[config.mk]
export PLATFORM = sky130hd
export DESIGN_NAME = cfg_hdr_regfile
export DESIGN_NICKNAME = d
export VERILOG_FILES = /design/src/rtl/cfg_hdr_pkg.sv /design/src/rtl/cfg_access_decode.sv /design/src/rtl/cfg_bar_slot.sv /design/src/rtl/cfg_read_mux.sv /design/src/rtl/cfg_hdr_regfile.sv
export SDC_FILE = /design/constraint.sdc
export NUM_CORES = 1
export LEC_CHECK = 0
export ABC_CLOCK_PERIOD_IN_PS = 6200
export CAP_MARGIN = 25
export CORE_UTILIZATION = 32
export CTS_CLUSTER_DIAMETER = 60
export CTS_CLUSTER_SIZE = 10
export DETAILED_ROUTE_END_ITERATION = 8
export DONT_BUFFER_PORTS = 1
export PLACE_DENSITY = 0.54
export REMOVE_ABC_BUFFERS = 1
export SLEW_MARGIN = 20
export SYNTH_ARGS = -nofsm -noshare
export SYNTH_HDL_FRONTEND = slang
export SYNTH_SLANG_ARGS = --single-unit
[constraint.sdc]
create_clock -name clk -period 6.2 [get_ports clk]
set_input_delay 1.24 -clock clk [delete_from_list [all_inputs] [get_ports clk]]
set_output_delay 1.24 -clock clk [all_outputs]
set_load 0.01 [all_outputs]
[src/rtl/cfg_hdr_pkg.sv]
package cfg_hdr_pkg;

    localparam int HDR_BYTES = 64;
    localparam int NUM_BARS  = 6;

    localparam logic [7:0] OFS_CMD   = 8'h04;
    localparam logic [7:0] OFS_REV   = 8'h08;
    localparam logic [7:0] OFS_PIF   = 8'h09;
    localparam logic [7:0] OFS_SUB   = 8'h0A;
    localparam logic [7:0] OFS_CLASS = 8'h0B;
    localparam logic [7:0] OFS_CLS   = 8'h0C;
    localparam logic [7:0] OFS_LAT   = 8'h0D;
    localparam logic [7:0] OFS_BAR0  = 8'h10;
    localparam logic [7:0] OFS_BARN  = 8'h24;
    localparam logic [7:0] OFS_ROM   = 8'h30;
    localparam logic [7:0] OFS_ILINE = 8'h3C;
    localparam logic [7:0] OFS_IPIN  = 8'h3D;
    localparam logic [7:0] OFS_MGNT  = 8'h3E;
    localparam logic [7:0] OFS_MLAT  = 8'h3F;

    localparam logic [31:0] ROM_SIZE_KEY = 32'hFFFF_FFFE;

    typedef enum logic [3:0] {
        WA_NONE,
        WA_IGNORE,
        WA_ILLEGAL,
        WA_ILINE,
        WA_CLS,
        WA_LAT,
        WA_CMD,
        WA_BAR,
        WA_ROM
    } wr_act_e;

    typedef struct packed {
        wr_act_e    act;
        logic [2:0] bar_idx;
        logic       size_bad;
        logic       range_bad;
    } acc_class_t;

    // Next value of a base window after a 4-byte write.
    function automatic logic [31:0] bar_next(input logic [31:0] old_v,
                                             input logic [31:0] wdata,
                                             input logic [31:0] win_size);
        logic [31:0] keep;
        logic [31:0] nv;
        keep = old_v[0] ? 32'h0000_0003 : 32'h0000_000F;
        nv   = (wdata == 32'hFFFF_FFFF) ? ~(win_size - 32'd1) : wdata;
        return (nv & ~keep) | (old_v & keep);
    endfunction

endpackage

[src/rtl/cfg_access_decode.sv]
module cfg_access_decode
    import cfg_hdr_pkg::*;
(
    input  logic [7:0]  off,
    input  logic [2:0]  size,
    input  logic        wr,
    output acc_class_t  cls
);
    logic [8:0] end_pos;

    always_comb begin
        cls          = '0;
        cls.act      = WA_NONE;
        end_pos      = {1'b0, off} + {6'd0, size};
        cls.size_bad = !(size == 3'd1 || size == 3'd2 || size == 3'd4);
        cls.range_bad = !cls.size_bad && (end_pos > 9'(HDR_BYTES));
        if (wr && !cls.size_bad && !cls.range_bad) begin
            cls.act = WA_ILLEGAL;
            case (size)
                3'd1: begin
                    if (off == OFS_ILINE) cls.act = WA_ILINE;
                    else if (off == OFS_CLS) cls.act = WA_CLS;
                    else if (off == OFS_LAT) cls.act = WA_LAT;
                    else if (off == OFS_REV || off == OFS_PIF || off == OFS_SUB ||
                             off == OFS_CLASS || off == OFS_IPIN ||
                             off == OFS_MGNT || off == OFS_MLAT)
                        cls.act = WA_IGNORE;
                end
                3'd2: begin
                    if (off == OFS_CMD) cls.act = WA_CMD;
                end
                default: begin
                    if (off == OFS_CMD) cls.act = WA_CMD;
                    else if (off == OFS_ROM) cls.act = WA_ROM;
                    else if (off >= OFS_BAR0 && off <= OFS_BARN && off[1:0] == 2'b00) begin
                        cls.act     = WA_BAR;
                        cls.bar_idx = 3'((off - OFS_BAR0) >> 2);
                    end
                end
            endcase
        end
    end
endmodule

[src/rtl/cfg_bar_slot.sv]
module cfg_bar_slot
    import cfg_hdr_pkg::*;
#(
    parameter logic [31:0] RST_VAL  = 32'h0,
    parameter logic [31:0] WIN_SIZE = 32'h0
) (
    input  logic        clk,
    input  logic        rst,
    input  logic        we,
    input  logic [31:0] wdata,
    output logic [31:0] value
);
    always_ff @(posedge clk) begin
        if (rst)     value <= RST_VAL;
        else if (we) value <= bar_next(value, wdata, WIN_SIZE);
    end
endmodule

[src/rtl/cfg_read_mux.sv]
module cfg_read_mux
    import cfg_hdr_pkg::*;
(
    input  logic [HDR_BYTES-1:0][7:0] image,
    input  logic [7:0]                off,
    input  logic [2:0]                size,
    output logic [31:0]               data
);
    logic [8:0] pos;

    always_comb begin
        data = '0;
        pos  = '0;
        for (int i = 0; i < 4; i++) begin
            pos = {1'b0, off} + 9'(i);
            if (3'(i) < size && pos < 9'(HDR_BYTES))
                data[8*i +: 8] = image[pos[5:0]];
        end
    end
endmodule

[src/rtl/cfg_hdr_regfile.sv]
module cfg_hdr_regfile
    import cfg_hdr_pkg::*;
#(
    parameter logic [15:0] VENDOR_ID   = 16'h1AF4,
    parameter logic [15:0] DEVICE_ID   = 16'h0001,
    parameter logic [7:0]  REVISION    = 8'h00,
    parameter logic [23:0] CLASS_CODE  = 24'h020000,
    parameter logic [15:0] CMD_RST     = 16'h0000,
    parameter logic [15:0] STATUS_VAL  = 16'h0000,
    parameter logic [7:0]  CLS_RST     = 8'h00,
    parameter logic [7:0]  LAT_RST     = 8'h00,
    parameter logic [7:0]  HEADER_TYPE = 8'h00,
    parameter logic [7:0]  BIST_VAL    = 8'h00,
    parameter logic [31:0] CIS_PTR     = 32'h0,
    parameter logic [15:0] SUB_VENDOR  = 16'h0000,
    parameter logic [15:0] SUB_ID      = 16'h0000,
    parameter logic [31:0] ROM_RST     = 32'h0,
    parameter logic [7:0]  ILINE_RST   = 8'h00,
    parameter logic [7:0]  IRQ_PIN     = 8'h01,
    parameter logic [7:0]  MIN_GNT     = 8'h00,
    parameter logic [7:0]  MAX_LAT     = 8'h00,
    parameter logic [NUM_BARS-1:0][31:0] BAR_RST  = '0,
    parameter logic [NUM_BARS-1:0][31:0] BAR_SIZE = {32'h0, 32'h0, 32'h0,
                                                    32'h0, 32'h0, 32'h0000_1000}
) (
    input  logic        clk,
    input  logic        rst,
    input  logic        acc_en,
    input  logic        acc_wr,
    input  logic [7:0]  acc_off,
    input  logic [2:0]  acc_size,
    input  logic [31:0] acc_wdata,
    output logic        rsp_vld,
    output logic [31:0] rd_data,
    output logic        size_err,
    output logic        range_err,
    output logic        illegal_wr
);
    acc_class_t                   cls;
    logic [15:0]                  cmd_q;
    logic [7:0]                   cls_q, lat_q, iline_q;
    logic [31:0]                  rom_q;
    logic [NUM_BARS-1:0][31:0]    bar_val;
    logic [HDR_BYTES-1:0][7:0]    image;
    logic [31:0]                  rd_mux;
    logic                         wr_go;

    cfg_access_decode u_dec (
        .off  (acc_off),
        .size (acc_size),
        .wr   (acc_wr),
        .cls  (cls)
    );

    assign wr_go = acc_en && acc_wr;

    for (genvar b = 0; b < NUM_BARS; b++) begin : g_bar
        cfg_bar_slot #(
            .RST_VAL  (BAR_RST[b]),
            .WIN_SIZE (BAR_SIZE[b])
        ) u_slot (
            .clk   (clk),
            .rst   (rst),
            .we    (wr_go && cls.act == WA_BAR && cls.bar_idx == 3'(b)),
            .wdata (acc_wdata),
            .value (bar_val[b])
        );
    end

    always_ff @(posedge clk) begin
        if (rst) begin
            cmd_q   <= CMD_RST;
            cls_q   <= CLS_RST;
            lat_q   <= LAT_RST;
            iline_q <= ILINE_RST;
            rom_q   <= ROM_RST;
        end else if (wr_go) begin
            case (cls.act)
                WA_ILINE: iline_q <= acc_wdata[7:0];
                WA_CLS:   cls_q   <= acc_wdata[7:0];
                WA_LAT:   lat_q   <= acc_wdata[7:0];
                WA_CMD:   cmd_q   <= acc_wdata[15:0];
                WA_ROM:   rom_q   <= (acc_wdata == ROM_SIZE_KEY) ? 32'hFFFF_FFFF : acc_wdata;
                default:  ;
            endcase
        end
    end

    // Byte image of the header, little-endian per field.
    always_comb begin
        image          = '0;
        image[8'h00]   = VENDOR_ID[7:0];
        image[8'h01]   = VENDOR_ID[15:8];
        image[8'h02]   = DEVICE_ID[7:0];
        image[8'h03]   = DEVICE_ID[15:8];
        image[8'h04]   = cmd_q[7:0];
        image[8'h05]   = cmd_q[15:8];
        image[8'h06]   = STATUS_VAL[7:0];
        image[8'h07]   = STATUS_VAL[15:8];
        image[OFS_REV] = REVISION;
        image[OFS_PIF] = CLASS_CODE[7:0];
        image[OFS_SUB] = CLASS_CODE[15:8];
        image[OFS_CLASS] = CLASS_CODE[23:16];
        image[OFS_CLS] = cls_q;
        image[OFS_LAT] = lat_q;
        image[8'h0E]   = HEADER_TYPE;
        image[8'h0F]   = BIST_VAL;
        for (int b = 0; b < NUM_BARS; b++)
            for (int k = 0; k < 4; k++)
                image[16 + 4*b + k] = bar_val[b][8*k +: 8];
        for (int k = 0; k < 4; k++) begin
            image[8'h28 + k] = CIS_PTR[8*k +: 8];
            image[OFS_ROM + 8'(k)] = rom_q[8*k +: 8];
        end
        image[8'h2C]    = SUB_VENDOR[7:0];
        image[8'h2D]    = SUB_VENDOR[15:8];
        image[8'h2E]    = SUB_ID[7:0];
        image[8'h2F]    = SUB_ID[15:8];
        image[OFS_ILINE] = iline_q;
        image[OFS_IPIN]  = IRQ_PIN;
        image[OFS_MGNT]  = MIN_GNT;
        image[OFS_MLAT]  = MAX_LAT;
    end

    cfg_read_mux u_rmux (
        .image (image),
        .off   (acc_off),
        .size  (acc_size),
        .data  (rd_mux)
    );

    always_ff @(posedge clk) begin
        if (rst) begin
            rsp_vld    <= 1'b0;
            rd_data    <= '0;
            size_err   <= 1'b0;
            range_err  <= 1'b0;
            illegal_wr <= 1'b0;
        end else begin
            rsp_vld    <= acc_en;
            size_err   <= acc_en && cls.size_bad;
            range_err  <= acc_en && cls.range_bad;
            illegal_wr <= acc_en && cls.act == WA_ILLEGAL;
            rd_data    <= (acc_en && !acc_wr && !cls.size_bad && !cls.range_bad)
                          ? rd_mux : 32'h0;
        end
    end
endmodule

==> results of run 1 <==
==> sequential cells by signal (all words and copies together), names as in the netlist <==
register	cells
cls_q	8
cmd_q	16
g_bar.u_slot.value	168
iline_q	8
illegal_wr	1
lat_q	8
range_err	1
rd_data	32
rom_q	32
rsp_vld	1
size_err	1
==> routing by layer <==
layer / up-vias / wire length [um] / global-route usage [%]
met4: 4 / 4583 / 14.19
met3: 254 / 8709 / 5.453
met5: - / 102 / 1.062
met2: 1198 / 37120 / 42.24
met1: 9295 / 34210 / 37.57
li1: 8065 / - / -
==> cell type report <==
cell class                 instances  share of cell area [%]
multi-input combinational       1770                   60.47
sequential                       276                   26.82
clock buffer                      45                   5.090
tap                              765                   4.647
timing repair buffer              55                   2.004
clock inverter                    12                  0.8200
inverter                           8                  0.1458
==> how the worst max path moves through the flow <==
stage	cells past startpoint	endpoint	startpoint	slack, ns
final	8	rd_data[10]$_SDFF_PP0_	acc_off[0]	2.16
after global routing	8	g_bar[4].u_slot.value[8]$_SDFFE_PP0P_	acc_off[0]	2.13
after floorplan	7	rd_data[25]$_SDFF_PP0_	acc_off[0]	0.10
after global placement	8	rd_data[15]$_SDFF_PP0_	acc_off[0]	1.52
after detailed placement	8	rd_data[10]$_SDFF_PP0_	acc_off[0]	1.81
after CTS	8	rd_data[10]$_SDFF_PP0_	acc_off[0]	2.39
==> cells in the final DEF, fill, tap and decap left out, types with 6 or more instances in the layout <==
cell type,count
a2111oi_0,8
a211o_1,7
a211oi_1,23
a21oi_1,249
a221o_1,10
a221oi_1,37
a22oi_1,15
a311oi_1,9
a31oi_1,16
a32oi_1,22
and2_1,35
buf_4,55
clkbuf_16,39
dfxtp_1,276
ha_1,11
mux2_2,59
mux2i_1,155
mux4_2,102
nand2_1,511
nand2b_1,19
nand3_1,45
nand3b_1,16
nand4_1,21
nor2_1,117
nor2b_1,13
nor3_1,23
nor3b_1,8
nor4_1,8
o211ai_1,28
o21ai_0,64
o221ai_1,6
o22ai_1,11
o311ai_0,6
or3_1,7
xnor2_1,10
xnor2_2,8
xor2_1,6
==> cells by family (layout without fill, tap and decap cells) <==
group                      Yosys count  count (layout)  share of synthesized area (%)
xor gates and xnor gates            26              26                          1.217
muxes                              316             316                          24.11
AOI/OAI and AO/OA                  553             553                          19.01
buffers and inverters              215             120                          4.726
adders and majority gates           14              14                         0.9626
DFF                                276             276                          29.52
and+or+nand+nor                    861             861                          20.45
==> critical path, delay by kind of cell <==
kind	cells	cell delay, ns
compound gates	4	0.91
fa+ha+maj	1	0.73
simple gates	1	0.65
xor+xnor	1	0.45
buf+inv	1	0.41
==> power groups by stage <==
stage               clock (mW)  combinational [mW]  sequential, mW
floorplan                    0               0.349            1.82
global placement             0               0.567            1.82
detailed placement           0               0.569            1.82
CTS                       2.22               0.570            1.78
global route              2.29               0.607            1.78
finish                    2.20               0.595            1.78
==> metrics by stage <==
step / worst slack (ns) / total power, mW / cells / instance area (um2) / util, %
3_5_place_dp: 1.814 / 2.386 / 2874 / 19380 / 33.59
3_3_place_gp: 1.517 / 2.384 / 2874 / 19380 / 33.59
5_1_grt: 2.131 / 4.676 / 2931 / 20600 / 35.70
6_report: 2.157 / 4.573 / 2931 / 20600 / 35.70
4_1_cts: 2.391 / 4.572 / 2931 / 20600 / 35.70
2_1_floorplan: 0.1004 / 2.165 / 2054 / 17860 / -
==> flow_summary.ini, run 1 <==
[cts]
cts_buffers = 38
clk_pin_slew_ns = 0.05
cts_root_buf = clkbuf_16
cts_tree = done
clock_path_buffers = 3
cts.repair.resized = 0
insertion_delay_ns = 0.58
cts_setup_buffers = 0
cts_sinks = 276
hold_buffers = 0
h-tree-depth = 2

[sta]
slew_viol_final = 0
period_minus_slack_ns = 4.043
worstMarginPinSlew_ns = 1.115
slew_headroom_pct = 25.10
fmax_ghz = 0.2474
finClkSkew_ns = 0.02146
rsz0062_at_grt = no
fin_crit_sh_pct = 65.20
whs_ns = 0.4846
fin_tns_setup_ns = 0
final-hold-violation-count = 0
finalSetupViolations = 0

[grt]
grt_pass1_wl_mm = 123.9
grt_max_degree = 250
grt_pass1_vias = 17640
antenna_found_initial = 1
grtUsageTotal_pct = 27.94
overflow = 0

[worst_setup_path]
crit_type = input port to register
worstPathMaxFanout = 208
r2r_end = rd_data[9]$_SDFF_PP0_
r2r_slack_ns = 4.20
path_cells = ha_1, xnor2_2, buf_4, nor2_1, o21ai_0, a31oi_1, o221ai_1, a21oi_1
critPathLaunchType = input port
critPathMaxStageDelay_ns = 0.73
worstPathArrival_ns = 4.50
end_kind = register
reg2reg_depth = 5
slowest_stage = ha_1
required_ns = 6.66
reg2reg_from = cmd_q[9]$_SDFFE_PP0P_

[synth]
async_flop_share_pct = 0
synth_top_cell_by_area = dfxtp_1
synth_most_common_cell = nand2_1
synthFlopType = dfxtp_1
yosysWarnings = 0
ys_seq_area_share_pct = 29.52
syn-cell-area_um2 = 18720
yosys_register_bits = 276
syn_avg_cell_area_um2 = 8.279
yosys-top-cells-count = nand2_1, dfxtp_1, a21oi_1, mux2i_1, clkbuf_1
synth_edf_count = 0
synth.top_cell.area_share_pct = 29.52
synth_area_leaders = dfxtp_1, mux4_2, nand2_1, mux2i_1, a21oi_1
synth.distinct_cells = 80
syn_inst = 2261

[die]
die_area_um2 = 59470
die_w_um = 243.9
start_util_pct = 32.44
die_h_um = 243.9
num_rows = 88
ios = 83
coreArea_um2 = 57700

[finish]
area_delta_synth_final_pct = 10.05
fillers = 5973
nets = 2209
drive_above_1_share_pct = 14.08
n_antenna_cell = 0
seq_area_um2 = 5525
multi_input_area_um2 = 12460

[route]
drc_errors = 0
drt_iter0_drc = 2624
antenna_left = 0
wl_mm = 84.73
vias_per_cell = 6.420
wl_per_cell_um = 28.91
vias = 18816
drtPass1Iterations = 6

[pwr]
p_per_area_nw_per_um2 = 222.0
ir_drop_mv = 0.1742
comb_power_share_pct = 13.0
power.share.clock_pct = 48.1
seq_power_share_pct = 38.9
switchingPower_mw = 1.279
internal_power_mw = 3.294
switching_share_pct = 27.97
power.leakage_nw = 6.913

[min_path]
worstHoldPathCells = 2
hp-class = register to register
hp-start = g_bar[5].u_slot.value[15]$_SDFFE_PP0P_
min_to = g_bar[5].u_slot.value[15]$_SDFFE_PP0P_

[job]
max_cap_violations = 0

[placement]
gp_congestion = 1.007
io_buffer_count = 0
detailed_place_hpwl_mm = 56.25

[outcome]
status = finished, final reports clean
No activity file was read; power rests on OpenSTA's default activity.
==> run 2, diff against run 1 <==
ABC_CLOCK_PERIOD_IN_PS = 3970   (was 6200)
clock period = 3.97 ns   (was 6.2 ns; I/O delays follow)
==> flow_summary.ini, run 2 (same netlist as run 1, synthesis figures left out) <==
[outcome]
status = finished, final reports clean

[finish]
fillers = 5977
layout_common_cells = nand2_1, dfxtp_1, a21oi_1
multi_input_area_um2 = 12450
largestRegisters = g_bar.u_slot.value: 168 flops, rd_data: 32 flops, rom_q: 32 flops
largest_register = g_bar.u_slot.value
drive_above_1_share_pct = 15.21
fin_util_pct = 36.33
nets = 2248
n_antenna_cell = 0
final_common_cell = nand2_1
area_delta_synth_final_pct = 11.98
seq_area_um2 = 5525
largest_reg_flops = 168

[placement]
detailed_place_hpwl_mm = 57.40
io_buffer_count = 0
gp_congestion = 0.9740

[grt]
grt_pass1_wl_mm = 124.3
grtUsageTotal_pct = 28.08
antenna_found_initial = 0
overflow = 0
grt_pass1_vias = 17693
grt_max_degree = 250

[die]
die_w_um = 243.9
ios = 83
die_h_um = 243.9
die_area_um2 = 59470
start_util_pct = 32.44
num_rows = 88
coreArea_um2 = 57700

[cts]
cts_sinks = 276
h-tree-depth = 2
cts.repair.resized = 0
clock_path_buffers = 3
hold_buffers = 0
cts_setup_buffers = 0
clk_pin_slew_ns = 0.06
cts_root_buf = clkbuf_16
cts_buffers = 39
insertion_delay_ns = 0.57
cts_tree = done

[sta]
fin_crit_sh_pct = 83.21
final-hold-violation-count = 0
worstMarginPinSlew_ns = 1.081
whs_ns = 0.3200
finalSetupViolations = 0
slew_headroom_pct = 27.57
rsz0062_at_grt = no
period_minus_slack_ns = 3.303
fmax_ghz = 0.3027
slew_viol_final = 0
finClkSkew_ns = 0.01146

[min_path]
hp-class = input port to register

[pwr]
total_power_mw = 7.146
power.leakage_nw = 7.116
ir_drop_mv = 0.2825
p_per_area_nw_per_um2 = 340.9

[worst_setup_path]
crit_type = input port to register
worstPathArrival_ns = 3.75
end_kind = register
required_ns = 4.42
critPathLaunchType = input port
worstPathMaxFanout = 208

[route]
vias_per_cell = 6.325
vias = 18772
drt_iter0_drc = 2212
drtPass1Iterations = 5
drc_errors = 0
wl_per_cell_um = 28.63
wl_mm = 84.97
antenna_left = 0

[job]
max_cap_violations = 0
## run 2: power breakdown
group	total, mW	internal [mW]	switching [mW]
clock network	3.39	2.02	1.37
logic	0.980	0.351	0.629
registers	2.78	2.77	0.00365
total	7.15	5.15	2.00
## run 2: area by class of cell
cell class / instances / share of cell area (%)
clock buffer: 45 / 5.062
inverter: 8 / 0.1433
clock inverter: 11 / 0.6208
timing repair buffer: 93 / 3.868
sequential: 276 / 26.36
multi-input combinational: 1770 / 59.38
tap: 765 / 4.567
## run 2: critical path: stages
cell and delay [ns]:
ha_1 0.23, fa_1 0.43, xor2_1 0.16, nor3_1 0.22, nor4b_1 0.35, o21ai_1 0.24
or4_1 0.84, nor4_1 0.45
## run 2: stage by stage
step	TNS, ns	instance area [um2]	cells	setup WS, ns
3_3_place_gp	0	19770	2912	0.2284
6_report	0	20960	2968	0.6666
2_1_floorplan	-26.83	17860	2054	-1.684
4_1_cts	0	20960	2968	0.7700
3_5_place_dp	0	19770	2912	0.2001
5_1_grt	0	20960	2968	0.5042
## run 2: worst paths after layout
check	start	end	slack [ns]	cells after the start
min	rst	g_bar[0].u_slot.value[31]$_SDFFE_PP0P_	0.32	1
max reg2reg	lat_q[1]$_SDFFE_PP0P_	rd_data[25]$_SDFF_PP0_	1.87	7
min reg2reg	rom_q[30]$_SDFFE_PP0P_	rom_q[30]$_SDFFE_PP0P_	0.49	2
max	acc_off[0]	rd_data[21]$_SDFF_PP0_	0.67	8
## run 2: per-layer routing
| layer | share of wire, % | track usage, % |
|---|---|---|
| met4 | 5.2 | 13.71 |
| met3 | 10 | 6.775 |
| met2 | 44 | 42.25 |
| met5 | 0 | 0 |
| met1 | 41 | 37.41 |
